<file path="config.mk">
export PLATFORM = sky130hd
export DESIGN_NAME = sram_slave_bridge
export DESIGN_NICKNAME = d
export VERILOG_FILES = /design/src/rtl/sram_bridge_pkg.sv /design/src/rtl/align_pipe.sv /design/src/rtl/strobe_ctrl.sv /design/src/rtl/reg_bank.sv /design/src/rtl/sram_slave_bridge.sv
export SDC_FILE = /design/constraint.sdc
export NUM_CORES = 1
export LEC_CHECK = 0
export ABC_CLOCK_PERIOD_IN_PS = 9050
export BUFFER_PORTS_ARGS = -buffer_cell sky130_fd_sc_hd__buf_2
export CORE_UTILIZATION = 50
export DETAILED_ROUTE_END_ITERATION = 6
export GPL_ROUTABILITY_DRIVEN = 0
export GPL_TIMING_DRIVEN = 0
export PLACE_DENSITY_LB_ADDON = 0.1
export SLEW_MARGIN = 20
export SYNTH_ARGS = -nofsm -noshare
export SYNTH_HDL_FRONTEND = slang
export SYNTH_SLANG_ARGS = --single-unit
</file>
<file path="constraint.sdc">
create_clock -name clk -period 9.05 [get_ports clk]
set_input_delay 1.81 -clock clk [delete_from_list [all_inputs] [get_ports clk]]
set_output_delay 1.81 -clock clk [all_outputs]
set_load 0.05 [all_outputs]
</file>
<file path="src/rtl/sram_bridge_pkg.sv">
package sram_bridge_pkg;
  // Bundle of the three host strobes, all active low
  typedef struct packed {
    logic cs_n;
    logic oe_n;
    logic we_n;
  } strobe_t;

  localparam strobe_t STROBE_IDLE = '{cs_n: 1'b1, oe_n: 1'b1, we_n: 1'b1};
endpackage

</file>
<file path="src/rtl/align_pipe.sv">
// Plain register delay line that keeps bus samples aligned with the strobe synchroniser.
module align_pipe #(
  parameter int W     = 16,
  parameter int DEPTH = 2
) (
  input  logic         clk,
  input  logic         rst,
  input  logic [W-1:0] d,
  output logic [W-1:0] q
);
  logic [W-1:0] stg [DEPTH];

  for (genvar g = 0; g < DEPTH; g++) begin : g_stage
    if (g == 0) begin : g_first
      always_ff @(posedge clk) begin
        if (rst) stg[g] <= '0;
        else     stg[g] <= d;
      end
    end else begin : g_next
      always_ff @(posedge clk) begin
        if (rst) stg[g] <= '0;
        else     stg[g] <= stg[g-1];
      end
    end
  end

  assign q = stg[DEPTH-1];
endmodule

</file>
<file path="src/rtl/strobe_ctrl.sv">
// Two-flop synchroniser for the host strobes plus edge and window decode.
module strobe_ctrl import sram_bridge_pkg::*; (
  input  logic    clk,
  input  logic    rst,
  input  strobe_t raw,
  output logic    cap_en,     // write strobe active with chip select: capture bus
  output logic    commit,     // synchronised rising edge of an armed write
  output logic    rd_go,      // read window seen in both synchroniser stages
  output logic    rd_start,   // synchronised falling edge of output enable
  output logic    acc_early   // read window seen in first stage only
);
  strobe_t s1, s2;
  logic    we_s3, oe_s3;
  logic    armed;

  always_ff @(posedge clk) begin
    if (rst) begin
      s1    <= STROBE_IDLE;
      s2    <= STROBE_IDLE;
      we_s3 <= 1'b1;
      oe_s3 <= 1'b1;
    end else begin
      s1    <= raw;
      s2    <= s1;
      we_s3 <= s2.we_n;
      oe_s3 <= s2.oe_n;
    end
  end

  assign cap_en    = !s2.we_n && !s2.cs_n;
  assign commit    = s2.we_n && !we_s3 && armed;
  assign rd_go     = !s1.cs_n && !s1.oe_n && !s2.cs_n && !s2.oe_n;
  assign rd_start  = !s2.oe_n && oe_s3 && !s2.cs_n;
  assign acc_early = !s1.cs_n && !s1.oe_n;

  // A write is only honoured if chip select was low while the strobe was low
  always_ff @(posedge clk) begin
    if (rst)         armed <= 1'b0;
    else if (commit) armed <= 1'b0;
    else if (cap_en) armed <= 1'b1;
  end
endmodule

</file>
<file path="src/rtl/reg_bank.sv">
// Word bank with one write port and a registered read port (block RAM friendly).
module reg_bank #(
  parameter int DATA_W = 16,
  parameter int DEPTH  = 16,
  localparam int IDX_W = $clog2(DEPTH)
) (
  input  logic              clk,
  input  logic              rst,
  input  logic              we,
  input  logic [IDX_W-1:0]  widx,
  input  logic [DATA_W-1:0] wdata,
  input  logic [IDX_W-1:0]  ridx,
  input  logic              rzero,
  output logic [DATA_W-1:0] rdata
);
  logic [DATA_W-1:0] mem [DEPTH];

  always_ff @(posedge clk) begin
    if (we) mem[widx] <= wdata;
  end

  // Same-cycle write to the read word is forwarded
  always_ff @(posedge clk) begin
    if (rst)                     rdata <= '0;
    else if (rzero)              rdata <= '0;
    else if (we && widx == ridx) rdata <= wdata;
    else                         rdata <= mem[ridx];
  end
endmodule

</file>
<file path="src/rtl/sram_slave_bridge.sv">
module sram_slave_bridge import sram_bridge_pkg::*; #(
  parameter int ADDR_W    = 8,
  parameter int DATA_W    = 16,
  parameter int REG_DEPTH = 16,
  parameter bit WAIT_EN   = 1'b0,
  localparam int IDX_W    = $clog2(REG_DEPTH)
) (
  input  logic              clk,
  input  logic              rst,
  input  logic              bus_cs_n,
  input  logic              bus_oe_n,
  input  logic              bus_we_n,
  input  logic [ADDR_W-1:0] bus_addr,
  input  logic [DATA_W-1:0] bus_din,
  output logic [DATA_W-1:0] bus_dout,
  output logic              bus_doe,
  output logic              bus_wait_n,
  output logic              wr_stb,
  output logic [IDX_W-1:0]  wr_idx,
  output logic [DATA_W-1:0] wr_data,
  output logic              rd_stb,
  output logic [IDX_W-1:0]  rd_idx
);
  localparam int SYNC_DEPTH = 2;
  localparam logic [ADDR_W-1:0] MAP_LIMIT = ADDR_W'(REG_DEPTH);

  strobe_t raw_strb;
  logic cap_en, commit, rd_go, rd_start, acc_early;
  logic [ADDR_W-1:0] addr_al, cap_addr;
  logic [DATA_W-1:0] data_al, cap_data;
  logic wr_fire, rd_map;

  assign raw_strb = '{cs_n: bus_cs_n, oe_n: bus_oe_n, we_n: bus_we_n};

  strobe_ctrl u_strb (
    .clk(clk), .rst(rst), .raw(raw_strb),
    .cap_en(cap_en), .commit(commit), .rd_go(rd_go),
    .rd_start(rd_start), .acc_early(acc_early)
  );

  align_pipe #(.W(ADDR_W), .DEPTH(SYNC_DEPTH)) u_addr_al (
    .clk(clk), .rst(rst), .d(bus_addr), .q(addr_al)
  );

  align_pipe #(.W(DATA_W), .DEPTH(SYNC_DEPTH)) u_data_al (
    .clk(clk), .rst(rst), .d(bus_din), .q(data_al)
  );

  // Hold the last bus sample taken inside the write strobe
  always_ff @(posedge clk) begin
    if (rst) begin
      cap_addr <= '0;
      cap_data <= '0;
    end else if (cap_en) begin
      cap_addr <= addr_al;
      cap_data <= data_al;
    end
  end

  assign wr_fire = commit && (cap_addr < MAP_LIMIT);
  assign rd_map  = addr_al < MAP_LIMIT;

  reg_bank #(.DATA_W(DATA_W), .DEPTH(REG_DEPTH)) u_bank (
    .clk(clk), .rst(rst),
    .we(wr_fire), .widx(cap_addr[IDX_W-1:0]), .wdata(cap_data),
    .ridx(addr_al[IDX_W-1:0]), .rzero(!rd_map),
    .rdata(bus_dout)
  );

  always_ff @(posedge clk) begin
    if (rst) begin
      wr_stb  <= 1'b0;
      wr_idx  <= '0;
      wr_data <= '0;
      rd_stb  <= 1'b0;
      rd_idx  <= '0;
      bus_doe <= 1'b0;
    end else begin
      wr_stb  <= wr_fire;
      rd_stb  <= rd_start;
      bus_doe <= rd_go;
      if (wr_fire) begin
        wr_idx  <= cap_addr[IDX_W-1:0];
        wr_data <= cap_data;
      end
      if (rd_start) rd_idx <= addr_al[IDX_W-1:0];
    end
  end

  if (WAIT_EN) begin : g_wait
    logic wait_q;
    always_ff @(posedge clk) begin
      if (rst) wait_q <= 1'b1;
      else     wait_q <= !(acc_early && !rd_go);
    end
    assign bus_wait_n = wait_q;
  end else begin : g_nowait
    assign bus_wait_n = 1'b1;
  end
endmodule

</file>
# == After elaboration in Yosys (flattened, before gate mapping) ==
# Memory sizes are Yosys's and may differ from the RTL's. A register that Yosys moved wholly into a read port is not among the register bits.
# Index checks and enable logic that the tools add are counted.
# totals
reg_bits,44
mem_bits_rw,304
input_bits,29
out_inout_bits,44
wordCells,52
n_memories,3
# memory_table
name,words,word_bits,rd,rd_ports_with_merged_regs,write_ports,line_no,text
u_bank.mem,16,16,1,1,1,reg_bank.sv:16,logic [DATA_W-1:0] mem [DEPTH];
u_data_al.stg,2,16,2,1,2,align_pipe.sv:11,logic [W-1:0] stg [DEPTH];
u_addr_al.stg,2,8,2,0,2,align_pipe.sv:11,
# op_classes
order_cmp,2
n_mux,9
bitwise,5
n_reduce_logical,17
# op_table
cell,n
two-way mux 16 bit,2
less-than comparator 8 x 5 -> 1 bit (second input constant),2
two-way mux 8 bit,2
logical AND 1 bit,9
zero test 1 bit,6
two-way mux 1 bit,5
bitwise OR 1 bit,4
OR reduction 2 bit,2
NOT 1 bit,1

# == Depth between registers and ports, before layout ==
# depth
word_depth,6
depth_mapped,7
depth_no_buf,4

# == By module ==
# A second synthesis with hierarchy kept.
# hier_totals
hier_cells,776
area_unflattened_um2,13954.6
# modules_own_cells
mod,n_inst,cells_per_inst,area_per_inst_um2,seq_area_each_um2
reg_bank,1,461,10331.2,8007.7
sram_slave_bridge,1,190,2015.7,1021.0
align_pipe at u_data_al,1,67,863.3,640.6
align_pipe at u_addr_al,1,33,464.2,320.3
strobe_ctrl,1,25,280.3,180.2

# == Worst setup path after synthesis ==
# Ideal clock, no wire load.
# synth_path
kind,input-to-reg
from,input port rst
to,"register u_bank.rdata[10], read port of u_bank.mem"
setup_time_ps,73
arrival_time_ps,3137
required_ps,8977
setup_slack_ps,5840
stages,7
n_path_buf,3
cell_sequence,clkbuf_1 -> nor4_1 -> nand2_1 -> or4_1 -> buf_2 -> buf_6 -> o22ai_2
# synth_via
elab_chain_len,1
# synth_lines
item,line_no,text
from (decl),sram_slave_bridge.sv:9,"input logic rst,"
OR reduction 2 bit (no source line),-,
to (decl),reg_bank.sv:14,output logic [DATA_W-1:0] rdata
# Every way passes these cells.
# A chain may end at the register's enable or synchronous reset.

# == Worst setup path after layout ==
# layout_path
from,input port rst
to,"register u_bank.rdata[14], read port of u_bank.mem"
# The elaborated chain is that of the path after synthesis.

==> flow_summary.yaml <==
clock_network:
  cts_buffer_depth: 3
  cts_root_buf: "clkbuf_16"
  clkTransAtPathRegs_ns: 0.06
  cts_sinks: 380
  cts-hold-fix-buffers: 0
  cts_buffers: 38
  h-tree-depth: 2
  cts_setup_buffers: 0
  insertion_delay_ns: 0.53
  cts_tree: "built"
  ctsResizeCount: 0
route:
  routed_wl_um: 29100
  vias: 7397
  drc_errors: 0
  postRouteAntennaNets: 0
  vias_per_cell: 5.56
  wire_per_inst_um: 21.8
  drt_first_pass_iters: 5
  dr.first_iter.drc_count: 555
logic_synthesis:
  synth_nets: 852
  netlist_area_um2: 13700
  synth-seq-cells: 380
  synthDistinctLibCells: 31
  syn_inst: 823
  yosys-top-cells-area: "edfxtp_1 56%, dfxtp_1 18%, mux4_2 11%"
  syn_area_per_cell_um2: 16.6
  ys_seq_area_frac: 0.744
  synth_top_area_cell: "edfxtp_1"
  async_reset_ff_frac: 0
  synth_top_area_frac: 0.563
  ys.flop_type: "edfxtp_1"
  yosysWarnings: 0
  synth-edff-count: 256
job:
  max-cap-violations: 0
placement:
  dp_hpwl_um: 20100
  place_area_um2: 14700
  portBuffers: 70
die:
  die_h_um: 167
  chipWidth_um: 167
  num_rows: 60
  coreArea_um2: 26900
  start_util: 0.508
  io_pins: 73
  die-area_um2: 28000
pwr:
  power_mw: 3.51
  pwr_density_cell_nw_per_um2: 220
  p_leak_nw: 5.43
  peakVddDrop_mv: 0.139
layout:
  n_antenna_cell: 0
  drive_gt1_frac: 0.276
  nets: 990
  syn2layout_area_growth_pct: 17.1
  finalInstanceArea_um2: 16000
critical_path:
  crit_path_start_kind: "input port"
  path_max_fanout: 10
  crit_type: "in2reg"
  required_ns: 9.46
  endpoint_kind: "register"
  cp.arrival_ns: 3.61
global_routing:
  grt_first_pass_wirelength_um: 44900
  antenna_found_initial: 0
  grt_max_degree: 20
  grt_usage: 0.216
  first_global_vias: 7780
  gr-total-overflow: 0
sta:
  max_slew_margin: 0.304
  whs_ns: 0.416
  setup_viol: 0
  skew_ns: 0.0190
  tightest_slew_ns: 1.04
  setup_tns_ns: 0
  max_freq_mhz: 312
  period_share: 0.354
  period_minus_slack_ns: 3.20
  report.final.slew_viol_count: 0
  hold_viol: 0
  rsz0062_at_grt: "no"
min_path:
  hold_path.class: "reg2reg"
status:
  status: "complete, no violations"
[stage by stage]
stage / setup slack, ns / cells / utilization
after floorplan: 5.84 / 823 / -
after global placement: 4.52 / 1234 / 0.537
after detailed placement: 5.28 / 1262 / 0.548
after CTS: 5.82 / 1331 / 0.595
after global routing: 5.69 / 1331 / 0.595
final: 5.85 / 1331 / 0.595
[placed cells by master, fill, tap and decap left out, types with 2 or more instances in the layout]
| cell | netlist | routed |
|---|---|---|
| buf_2 | 8 | 89 |
| clkbuf_16 | 0 | 41 |
| nor2_2 | 0 | 8 |
| buf_6 | 2 | 4 |
| mux2i_1 | 4 | 4 |
| buf_1 | 5 | 5 |
| nor3_2 | 0 | 4 |
| buf_4 | 3 | 12 |
| edfxtp_1 | 256 | 256 |
| clkinv_2 | 0 | 7 |
| nand2b_1 | 3 | 3 |
| o22ai_1 | 7 | 7 |
| dfxtp_1 | 124 | 124 |
| clkinv_1 | 0 | 2 |
| a22o_1 | 32 | 32 |
| nor2_1 | 33 | 25 |
| a21oi_1 | 45 | 45 |
| nor4_2 | 0 | 4 |
| or2_2 | 10 | 10 |
| inv_1 | 17 | 17 |
| nor2b_1 | 51 | 51 |
| buf_8 | 0 | 6 |
| xnor2_1 | 4 | 4 |
| nor4_1 | 6 | 2 |
| and2_1 | 2 | 2 |
| mux4_2 | 64 | 64 |
| nand3b_1 | 2 | 2 |
| o22ai_2 | 9 | 9 |
| clkbuf_8 | 0 | 11 |
| clkbuf_1 | 32 | 38 |
| nand2_1 | 93 | 93 |
[layout make-up]
cell class | instances | area, µm²
Inverter | 17 | 63.8
Timing Repair Buffer | 98 | 586
Buffer | 50 | 224
Tap cell | 341 | 427
Multi-Input combinational cell | 376 | 3270
Fill cell | 2029 | 10900
Sequential cell | 380 | 10200
Clock inverter | 10 | 50.0
Clock buffer | 59 | 1200
[worst max-delay path, stage by stage]
cell,delay (ns)
clkbuf_1,0.19
nor4_1,0.40
nand2_1,0.10
or4_1,0.52
buf_2,0.19
buf_6,0.17
o22ai_1,0.23
[cells in the mapped netlist, drive strengths merged (2+ instances only)]
cell type	number
a21oi	45
a22o	32
and2	2
buf	18
clkbuf	32
dfxtp	124
edfxtp	256
inv	17
mux2i	4
mux4	64
nand2	93
nand2b	3
nand3b	2
nor2	33
nor2b	51
nor3	4
nor4	6
o22ai	16
or2	10
xnor2	4
[where the power goes]
group,switching [mW],internal (mW),leakage (nW)
Combinational,0.0686,0.0477,1.42
Clock,0.625,0.915,0.626
Sequential,0.00710,1.85,3.38
[state kept, by name, indices dropped and copies added, names as in the netlist]
register	cells
bus_doe	1
cap_addr	8
cap_data	16
rd_idx	4
rd_stb	1
u_addr_al.stg	16
u_bank.mem	256
u_bank.rdata	16
u_data_al.stg	32
u_strb.armed	1
u_strb.oe_s3	1
u_strb.s1	3
u_strb.s2	3
u_strb.we_s3	1
wr_data	16
wr_idx	4
wr_stb	1
[worst paths after layout]
path	start	end	slack (ns)	depth (start not counted)
setup / recovery	rst	u_bank.rdata[14]$_SDFF_PP0_	5.85	7
hold / removal	u_strb.s1[2]$_SDFF_PP1_	bus_doe$_SDFF_PP0_	0.42	1
setup reg to reg	u_addr_al.stg[1][2]$_SDFF_PP0_	u_bank.rdata[0]$_SDFF_PP0_	6.44	6
hold reg to reg	u_strb.s1[2]$_SDFF_PP1_	bus_doe$_SDFF_PP0_	0.42	1
[cell families after synthesis]
kind of cell,synth area share
other,0.000275
DFF,0.744
xor gates and xnor gates,0.00256
muxes,0.108
AOI/OAI and AO/OA,0.0490
buffers and inverters,0.0211
and+or+nand+nor,0.0742
[routing by layer]
layer,track usage,vias up,part of all wire
met3,0.0350,55,0.057
met2,0.370,242,0.50
li1,-,3352,-
met4,0.0726,0,0.028
met1,0.282,3748,0.41
met5,0,-,0
(Power assumes the default switching activity.)
